$ cat src/rtl/alu_pkg.sv
package alu_pkg;

  typedef enum logic [2:0] {
    OP_ADD = 3'd0,
    OP_ADC = 3'd1,
    OP_SUB = 3'd2,
    OP_SBB = 3'd3,
    OP_CMP = 3'd4
  } alu_op_e;

  typedef struct packed {
    logic cf;
    logic af;
    logic sf;
    logic zf;
    logic pf;
    logic of;
  } alu_flags_t;

  // one-bit full adder, sum output
  function automatic logic fa_sum(input logic x, input logic y, input logic ci);
    return x ^ y ^ ci;
  endfunction

  // one-bit full adder, carry output
  function automatic logic fa_carry(input logic x, input logic y, input logic ci);
    return (x & y) | (ci & (x ^ y));
  endfunction

endpackage

$ cat src/rtl/alu_operand_prep.sv
module alu_operand_prep
  import alu_pkg::*;
#(
  parameter int W = 8
) (
  input  logic [2:0]   op,
  input  logic [W-1:0] b_in,
  input  logic         cf_q,
  output logic [W-1:0] b_eff,
  output logic         cin,
  output logic         sub_mode,
  output logic         op_valid,
  output logic         is_cmp
);
  always_comb begin
    b_eff    = b_in;
    cin      = 1'b0;
    sub_mode = 1'b0;
    op_valid = 1'b1;
    is_cmp   = 1'b0;
    unique case (op)
      OP_ADD: cin = 1'b0;
      OP_ADC: cin = cf_q;
      OP_SUB: begin
        sub_mode = 1'b1;
        b_eff    = ~b_in;
        cin      = 1'b1;
      end
      OP_SBB: begin
        sub_mode = 1'b1;
        b_eff    = ~b_in;
        cin      = ~cf_q;
      end
      OP_CMP: begin
        sub_mode = 1'b1;
        b_eff    = ~b_in;
        cin      = 1'b1;
        is_cmp   = 1'b1;
      end
      default: op_valid = 1'b0;
    endcase
  end
endmodule

$ cat src/rtl/alu_ripple_adder.sv
module alu_ripple_adder
  import alu_pkg::*;
#(
  parameter int W   = 8,
  parameter int NIB = 4
) (
  input  logic [W-1:0] x,
  input  logic [W-1:0] y,
  input  logic         cin,
  output logic [W-1:0] sum,
  output logic         c_nib,
  output logic         c_top_in,
  output logic         c_top_out
);
  logic [W:0] c;
  assign c[0] = cin;

  for (genvar i = 0; i < W; i++) begin : g_bit
    assign sum[i]   = fa_sum(x[i], y[i], c[i]);
    assign c[i+1]   = fa_carry(x[i], y[i], c[i]);
  end

  assign c_nib     = c[NIB];
  assign c_top_in  = c[W-1];
  assign c_top_out = c[W];
endmodule

$ cat src/rtl/alu_flag_gen.sv
module alu_flag_gen
  import alu_pkg::*;
#(
  parameter int W = 8
) (
  input  logic [W-1:0] sum,
  input  logic         c_nib,
  input  logic         c_top_in,
  input  logic         c_top_out,
  input  logic         sub_mode,
  output alu_flags_t   flags_d
);
  always_comb begin
    flags_d.cf = c_top_out ^ sub_mode;   // borrow sense after subtract
    flags_d.af = c_nib ^ sub_mode;
    flags_d.sf = sum[W-1];
    flags_d.zf = ~|sum;
    flags_d.pf = ~^sum;
    flags_d.of = c_top_in ^ c_top_out;
  end
endmodule

$ cat src/rtl/adder_flag_alu.sv
module adder_flag_alu
  import alu_pkg::*;
#(
  parameter int W   = 8,
  parameter int NIB = 4
) (
  input  logic         clk,
  input  logic         rst,
  input  logic         load_en,
  input  logic [2:0]   op,
  input  logic [W-1:0] a,
  input  logic [W-1:0] b,
  output logic [W-1:0] result,
  output logic         carry_flag,
  output logic         aux_flag,
  output logic         sign_flag,
  output logic         zero_flag,
  output logic         parity_flag,
  output logic         ovf_flag,
  output logic         signed_less
);
  logic [W-1:0] result_q;
  alu_flags_t   flags_q;
  alu_flags_t   flags_d;

  // internal events, named for the checker
  logic [W-1:0] b_eff;
  logic         adder_cin;
  logic         sub_mode;
  logic         op_valid;
  logic         is_cmp;
  logic [W-1:0] adder_sum;
  logic         adder_c_nib;
  logic         adder_c_top_in;
  logic         adder_c_top_out;
  logic         upd_en;

  alu_operand_prep #(.W(W)) prep_i (
    .op       (op),
    .b_in     (b),
    .cf_q     (flags_q.cf),
    .b_eff    (b_eff),
    .cin      (adder_cin),
    .sub_mode (sub_mode),
    .op_valid (op_valid),
    .is_cmp   (is_cmp)
  );

  alu_ripple_adder #(.W(W), .NIB(NIB)) add_i (
    .x         (a),
    .y         (b_eff),
    .cin       (adder_cin),
    .sum       (adder_sum),
    .c_nib     (adder_c_nib),
    .c_top_in  (adder_c_top_in),
    .c_top_out (adder_c_top_out)
  );

  alu_flag_gen #(.W(W)) flg_i (
    .sum       (adder_sum),
    .c_nib     (adder_c_nib),
    .c_top_in  (adder_c_top_in),
    .c_top_out (adder_c_top_out),
    .sub_mode  (sub_mode),
    .flags_d   (flags_d)
  );

  assign upd_en = load_en & op_valid;

  always_ff @(posedge clk) begin
    if (rst) begin
      result_q <= '0;
      flags_q  <= '0;
    end else if (upd_en) begin
      flags_q <= flags_d;
      if (!is_cmp) result_q <= adder_sum;
    end
  end

  assign result      = result_q;
  assign carry_flag  = flags_q.cf;
  assign aux_flag    = flags_q.af;
  assign sign_flag   = flags_q.sf;
  assign zero_flag   = flags_q.zf;
  assign parity_flag = flags_q.pf;
  assign ovf_flag    = flags_q.of;
  assign signed_less = flags_q.sf ^ flags_q.of;
endmodule

$ cat config.mk
export PLATFORM = sky130hd
export DESIGN_NAME = adder_flag_alu
export DESIGN_NICKNAME = d
export VERILOG_FILES = /design/src/rtl/alu_pkg.sv /design/src/rtl/alu_operand_prep.sv /design/src/rtl/alu_ripple_adder.sv /design/src/rtl/alu_flag_gen.sv /design/src/rtl/adder_flag_alu.sv
export SDC_FILE = /design/constraint.sdc
export NUM_CORES = 1
export LEC_CHECK = 0
export BUFFER_PORTS_ARGS = -buffer_cell sky130_fd_sc_hd__buf_2
export CORE_MARGIN = 4
export CORE_UTILIZATION = 43
export CTS_CLUSTER_SIZE = 25
export DETAILED_ROUTE_END_ITERATION = 8
export PLACE_DENSITY = 0.77
export SYNTH_ARGS = -nofsm -noshare
export SYNTH_HDL_FRONTEND = slang
export SYNTH_SLANG_ARGS = --single-unit
$ cat constraint.sdc
create_clock -name clk -period 4 [get_ports clk]
set_clock_uncertainty 0.15 [all_clocks]
set_input_delay 0 -clock clk [delete_from_list [all_inputs] [get_ports clk]]
set_output_delay 0 -clock clk [all_outputs]
set_load 0.05 [all_outputs]
Word-level counts from Yosys, hierarchy flattened:

Index checks and enable logic that the tools add are counted.

* flip-flop bits (word level): 14
* word-level logic and storage cells: 72
* output and inout port bits: 15
* bits of input ports: 22

* equal/unequal tests: 4
* bitwise operators: 48
* reduce and logical (&&, ||, !) cells: 8
* mux-type cells: 5

Operator list (number)
* 1-bit bitwise XOR: 20
* 1-bit bitwise AND: 17
* 8-bit two-way mux: 1
* 8-bit inverter: 1
* 1-bit bitwise OR: 8
* 8-bit OR reduction: 1
* 8-bit XNOR reduction: 1
* 3-bit by 2-bit == test with 1-bit output, second input constant: 2
* 5-bit OR reduction: 1
* 3-bit by 1-bit == test with 1-bit output, second input constant: 1
* 3-bit == test, second input constant: 1
* 3-bit zero test: 1
* 1-bit two-way mux: 3
* 1-bit case mux with 3 select lines: 1
* 3-bit OR reduction: 1
* 1-bit inverter: 2
* 2-bit AND reduction: 1
* 2-bit OR reduction: 1
* 1-bit zero test: 1

Longest topological paths before layout:

Gate-level depths: netlist (run 1).

* depth in word-level cells: 21
* mapped depth: 18
* gate-level depth less buffers: 17

Cells and area by module:

From an unflattened synthesis (run 1), not the netlist that was laid out.

* cell total of the unflattened synthesis: 126
* area, all modules: 1146.1 um2

By module, submodules not included
* adder_flag_alu: seq. area each 280.3 um2, cells an instance 63, area each 633.1 um2, instances 1
* alu_ripple_adder: seq. area each 0.0 um2, cells an instance 27, area each 231.5 um2, instances 1
* alu_flag_gen: seq. area each 0.0 um2, cells an instance 20, area each 148.9 um2, instances 1
* alu_operand_prep: seq. area each 0.0 um2, cells an instance 16, area each 132.6 um2, instances 1

Worst setup path after synthesis (run 1):

Ideal clock, no wire load.

* path kind: register -> register
* start: reg flags_q (netlist bit carry_flag)
* end: reg flags_q (netlist bit parity_flag)
* stages on the path, launching flop included: 18
* clock period less this slack: 4.614 ns
* library setup time: 0.101 ns
* path buffers: 0
* arrival: 4.363 ns
* setup slack: -0.614 ns
* data required time: 3.749 ns
* cell sequence: dfxtp_1 > nand2_1 > xnor2_1 > mux2i_1 > fa_1 > fa_1 > fa_1 > inv_1 > fa_1 > fa_1 > fa_1 > inv_1 > fa_1 > fa_1 > ha_1 > xnor2_1 > xnor2_1 > o41ai_1

* longest elaborated chain between the ends: 18
* elaborated cells on any way between the ends: 25
* those cells by class: 1 x mux; 23 x bitwise; 1 x reduce/logical

Ends and longest elaborated chain
* start: declaration: line adder_flag_alu.sv:23 `alu_flags_t flags_q;`
* start signal: assignment: line adder_flag_alu.sv:75 `flags_q <= flags_d;`
* 1-bit inverter: line alu_operand_prep.sv:32 `cin = ~cf_q;`
* 1-bit case mux with 3 select lines (*): line alu_operand_prep.sv:21 `unique case (op)`
* 1-bit bitwise AND: line alu_pkg.sv:27 `return (x & y) | (ci & (x ^ y));`
* 1-bit bitwise OR: line alu_pkg.sv:27
* 1-bit bitwise AND: line alu_pkg.sv:27
* 1-bit bitwise OR: line alu_pkg.sv:27
* 1-bit bitwise AND: line alu_pkg.sv:27
* 1-bit bitwise OR: line alu_pkg.sv:27
* [2 not listed]
* 1-bit bitwise AND: line alu_pkg.sv:27
* 1-bit bitwise OR: line alu_pkg.sv:27
* 1-bit bitwise AND: line alu_pkg.sv:27
* 1-bit bitwise OR: line alu_pkg.sv:27
* 1-bit bitwise AND: line alu_pkg.sv:27
* 1-bit bitwise OR: line alu_pkg.sv:27
* 1-bit bitwise XOR: line alu_pkg.sv:22 `return x ^ y ^ ci;`
* 8-bit XNOR reduction (*): line alu_flag_gen.sv:18 `flags_d.pf = ~^sum;`

Every way passes the cells marked *; elsewhere a longest branch is shown, timed or not.
A chain may end at the register's enable or synchronous reset.

Final worst setup path (run 1):

Same ends and word-level chain as after synthesis.

==> run metrics, run 1 <==
Final Hold Fails=0; via count=852; clk sinks=14; gp weighted congestion=0.7553; fin util=61.62%; worst path required time=4.04 ns; Yosys reg bits=14; Max FO, Critical Path=2; clock latency on the worst-skew pair=between 0.2 and 0.3 ns; DR vias/cell=4.814; share of layout cells above drive strength 1=46.31%; largest net degree at the start of global routing=16; FF-to-FF setup slack=-0.20 ns; power density over the cells=between 400 and 500 nW/µm²; run status=complete, but fails checks; TritonCTS Buffers=3; Vert. Die Dim=55.79 µm; P&R area growth vs syn=37.45%; total grt overflow=0; slew margin rel.=34.71%; maxcap violations=0; first-pass GRT wire length=3705 µm; Worst Hold Launch=a[5]; # rows=17; Crit Reg-Reg Startpoint=carry_flag; Synth area leader=dfxtp_1; YS warnings=0; Leak=approximately 0.63 nW; worst vdd ir=0.0001823 V; Core Area=between 2000 and 2500 µm²; fin crit share=105.1%; PnR worst setup slack=-0.2031 ns; max-slew violations=0; Placed Instances=about 170; vias in the first global route=835; top-area cell type share of the netlist area=between 20 and 30%; violated checks=setup timing; CP Class=reg -> reg; remaining antenna violation count after routing=0; port buffer count=36; Distinct cells, synth=24; initial core utilization=44.83%; TritonRoute pass-1 iters=4; worst-case clock buffer depth=2; initial antenna violation count=0; Non-Filler Instances=around 180; H-Tree Depth=1; drt drc=0; Post-Syn Area=roughly 980 µm²; Worst Path Arrival=4.24 ns; WL/cell=11.82 µm; post-synthesis instance total=100; hold worst-path end=result[5]; Nets=184; worst min path class=in -> reg; HPWL Detailed=about 1800 µm; hold depth=4; Avg Cell Area, Syn=9.822 µm²; die area=3113 µm²; WHS=0.05664 ns; Final setup viols=2; Ports=37; Initial DRC Count=15; Syn Nets=~130; critical path startpoint category=register; FF-to-FF path depth=17; max frequency=237.9 MHz; worst slew pin tran=slightly below 1 ns; Area after DPL=1255 µm²; min cycle time layout=4.203 ns; Design Area, Final=between 1000 and 1500 µm²; Die W=55.79 µm; Antenna Diode Count=0; clock slew seen by the registers of the worst setup and hold paths=0.08 ns; clock tree from TritonCTS=built; register area share after synthesis=28.54%; Critical R2R Capture=parity_flag; Root Buffer=clkbuf_4; number of fill cells in the layout=190; RSZ-0062 raised after global routing=yes; leading post-synthesis cells by cell area=dfxtp_1 29%, fa_1 16%, xnor2_1 7.1%, xor2_1 6.2%, ha_1 5.1%; critical path endpoint category=register; gr usage total=14.68%; Post-Route WL=2093 µm
layout by cell type (no fill, tap or decap), types with 4 or more instances in the layout:
cell	n
buf_4	13
dfxtp_1	13
xnor2_1	7
a21oi_1	5
mux2i_1	4
o21ai_0	4
xor2_1	7
inv_1	10
nor2_1	9
fa_2	6
buf_2	36
a211oi_1	4
area by class of cell:
| class | instances | area (µm²) | area share [%] |
|---|---|---|---|
| clock buffers | 4 | 26.28 | 1.946 |
| inverters | 11 | 41.29 | 3.058 |
| multi-input cells | 69 | 665.6 | 49.31 |
| flip-flops and latches | 14 | 284.0 | 21.04 |
| well taps | 28 | 35.03 | 2.595 |
| repair buffers | 51 | 297.8 | 22.06 |
per-layer routing:
metal  track usage [%]  part of all wire, %
met1             17.36                   43
met3             2.784                  4.4
met4             6.944                  2.1
met2             25.34                   51
met5                 0                    0
critical path, cell delays in order, from the launching register on:
cell and delay, ns:
dfxtp_4 0.35, nand2_2 0.05, xnor2_1 0.12, mux2i_1 0.10
fa_2 0.34, fa_2 0.34, fa_2 0.34, inv_2 0.06
fa_2 0.20, fa_2 0.19, fa_1 0.16, inv_1 0.05
fa_2 0.35, fa_1 0.52, ha_2 0.29, xnor2_2 0.13
xnor2_1 0.13, o41ai_2 0.21
kinds of logic (layout without fill, tap and decap cells):
group	count (synthesis)	after routing	share of synthesized area (%)
compound gates	20	20	13.63
simple gates	17	17	8.025
buf+inv	17	66	8.662
xor+xnor	15	15	13.38
flops	14	14	28.54
fa+ha+maj	12	12	21.40
mux	5	5	6.369
sequential cells by signal (all words and copies together) (netlist names):
name	cells
result	8
aux_flag	1
zero_flag	1
parity_flag	1
sign_flag	1
carry_flag	1
ovf_flag	1
report_power, final:
group / internal, mW / switching, mW
clock: 0.0388 / 0.0436
sequential: 0.154 / 0.00696
combinational: 0.156 / 0.185
cells in the mapped netlist (all sizes together):
master,n
buf,5
ha,4
fa,8
nor2b,2
dfxtp,14
nor2,10
clkbuf,1
a21oi,5
or3,2
o21ai,5
mux2i,5
o41ai,1
nand2,1
xnor2,8
inv,11
xor2,7
nand4,2
o21a,1
a211oi,5
a311oi,3
metrics by stage:
step	TNS, ns	total power, mW	worst slack [ns]
after global placement	-0.2204	0.4597	-0.1930
after global routing	-0.8004	0.6323	-0.4216
after CTS	-0.4065	0.5639	-0.2855
after detailed placement	-0.4057	0.4739	-0.2830
final	-0.3354	0.5838	-0.2031
after floorplan	-0.2848	0.3942	-0.2014
timing repair:
item | in CTS | in global routing
endpoints found under the setup margin | 2 | 4
hold buffers | 2 | 0
gates resized for setup | 0 | 4
pin swaps | 0 | 0
hold endpoints to repair | 14 | 0
setup buffers | 2 | 1
worst max-delay path by stage:
stage | from | endpoint | slack, ns | depth (start not counted)
2_1_floorplan | carry_flag | parity_flag | -0.20 | 17
3_3_place_gp | carry_flag | parity_flag | -0.19 | 17
3_5_place_dp | carry_flag | parity_flag | -0.28 | 17
4_1_cts | carry_flag | parity_flag | -0.29 | 17
5_1_grt | carry_flag | parity_flag | -0.42 | 17
6_report | carry_flag | parity_flag | -0.20 | 17
No activity file was read; power rests on OpenSTA's default activity.
==> run 2: changes to the inputs <==
==> constraint.sdc (replaced) <==
create_clock -name clk -period 4 [get_ports clk]
set_clock_uncertainty 0.15 [all_clocks]
set_input_delay 0.4 -clock clk [delete_from_list [all_inputs] [get_ports clk]]
set_output_delay 0.4 -clock clk [all_outputs]
set_load 0.05 [all_outputs]
==> run 2 against run 1 <==
  * The run still ends with setup timing left
  * Critical path depth is 1 higher
  * Total power is 5.9% higher
  * Sequential share of layout area is 0.53 points lower
  * Fmax is 1.4% lower
  * Die area stayed put
  * Utilization is 1.0 points higher
  * Setup slack worse by 0.059 ns
  * Cell count is 1.1% lower
  * First-iteration DRC count is 100% higher
  * Sequential power hardly changed
  * Clock-buffer cell count stayed put
  * Wire length is 4.7% higher
  * Critical endpoint is now zero_flag
==> run metrics, run 2 (same netlist as run 1, synthesis figures left out) <==
min cycle time layout=4.262 ns; max-slew violations=0; drt drc=0; gr usage total=between 10% and 20%; Placed Instances=169; critical-path cell list=buf_2 > buf_6 > mux2i_4 > xor2_2 > fa_2 > fa_2 > fa_2 > inv_2 > fa_2 > fa_2 > fa_2 > inv_2 > fa_2 > fa_2 > ha_4 > nand4_1 > or3_1 > a21oi_1; Core Area=2191 µm²; violated checks=setup timing; Worst Setup SP=op[1]; Ports=37; clock slew seen by the registers of the worst setup and hold paths=0.09 ns; gp weighted congestion=0.7291; Crit Reg-Reg Startpoint=carry_flag; most frequent cells in the layout=36 x buf_2, 13 x dfxtp_1, 12 x buf_4; critical path endpoint category=register; TritonRoute pass-1 iters=7; HPWL Detailed=between 1500 and 2000 µm; Critical Path End=zero_flag; Critical R2R Capture=zero_flag; P&R area growth vs syn=39.75%; Root Buffer=clkbuf_4; Final setup viols=2; worst-case clock buffer depth=2; WL/cell=12.52 µm; Leak=0.6399 nW; clock tree from TritonCTS=built; via count=851; FF-to-FF path depth=17; Post-Route WL=2191 µm; Worst Path Arrival=4.33 ns; DR vias/cell=between 4 and 5; Antenna Diode Count=0; die area=~3100 µm²; first-pass GRT wire length=3574 µm; share of layout cells above drive strength 1=50.34%; largest net degree at the start of global routing=16; Nets=182; RSZ-0062 raised after global routing=yes; Max FO, Critical Path=3; worst vdd ir=approximately 0.00020 V; Initial DRC Count=30; most common cell after layout, fill and taps aside=buf_2; CP max stage delay=0.57 ns; total grt overflow=0; vias in the first global route=~850; critical path startpoint category=input pin; Vert. Die Dim=55.79 µm; remaining antenna violation count after routing=0; initial antenna violation count=0; clock latency on the worst-skew pair=approximately 0.28 ns; maxcap violations=0; worst min path class=in -> reg; clk sinks=14; number of fill cells in the layout=187; # rows=17; Non-Filler Instances=roughly 180; worst slew pin tran=0.9132 ns; worst path required time=4.07 ns; PnR worst setup slack=-0.2618 ns; power density over the cells=between 400 and 500 nW/µm²; fin util=a little over three fifths; FF-to-FF setup slack=-0.21 ns; Hold Buf Count CTS=0; WHS=0.2723 ns; crit-path most repeated cell=fa_2; worst slack, placed=-0.6321 ns; port buffer count=36; H-Tree Depth=1; run status=complete, but fails checks; CP Class=in -> reg; slew margin rel.=38.99%; TritonCTS Buffers=3; fin crit share=106.5%; initial core utilization=44.83%; max FFs per register=8; TNS Setup=-0.5173 ns; Final Hold Fails=0; max frequency=between 200 and 250 MHz; slowest cell on the critical path=fa_2; Die W=55.79 µm
==> run 2: changes by cell type in the layout (fill, tap and decap cells not counted), moves of 2 or more <==
cell	delta
dlygate4sd3_1	-2
fa_1	-2
fa_2	+2
xor2_1	-2
xor2_2	+2
==> run 2: what timing repair did <==
item | in CTS | in global routing
setup buffers | 1 | 1
gates resized for setup | 5 | 8
endpoints found under the setup margin | 2 | 2
pin swaps | 0 | 4
==> run 2: stage by stage <==
stage / power (mW) / instance area (µm²)
after global placement: 0.4641 / 1256
after CTS: 0.5863 / 1326
after floorplan: 0.3946 / 1012
final: 0.6185 / 1373
after detailed placement: 0.4740 / 1256
after global routing: 0.6615 / 1373
==> run 2: report_power, final <==
group          internal [mW]  switching, mW  leakage [nW]
Clock                 0.0554         0.0463        0.0210
Combinational          0.162          0.194         0.503
Sequential             0.154        0.00776         0.115
Total                  0.371          0.248         0.640
==> run 2: worst min-delay path by stage <==
stage / depth (start not counted) / end / from / slack, ns
floorplan: 1 / carry_flag / rst / 0.32
global placement: 2 / aux_flag / aux_flag / 0.31
detailed placement: 2 / aux_flag / aux_flag / 0.33
CTS: 2 / carry_flag / load_en / 0.27
global route: 2 / sign_flag / load_en / 0.28
finish: 2 / carry_flag / load_en / 0.27
==> run 2: layout make-up <==
cell class | instances | area [µm²] | share of cell area [%]
Timing Repair Buffer | 49 | 281.5 | 20.51
Inverter | 11 | 41.29 | 3.008
Multi-Input combinational cell | 69 | 696.9 | 50.77
Clock buffer | 4 | 36.28 | 2.644
Sequential cell | 14 | 281.5 | 20.51
Tap cell | 28 | 35.03 | 2.552
==> run 2: critical path: cells and delay by family <==
kind / cells / cell delay [ns]
buffers and inverters: 4 / 0.35
xor gates and xnor gates: 1 / 0.11
adders and majority gates: 9 / 2.71
AOI/OAI and AO/OA: 1 / 0.14
and+or+nand+nor: 2 / 0.43
muxes: 1 / 0.18
==> run 2: layer usage <==
metal / vias to the layer above / GRT usage [%] / wire, µm
met1: 386 / 15.02 / 846
li1: 426 / - / -
met4: 0 / 6.250 / 40
met2: 33 / 27.70 / 1204
met3: 6 / 2.552 / 100
met5: - / 0 / 0
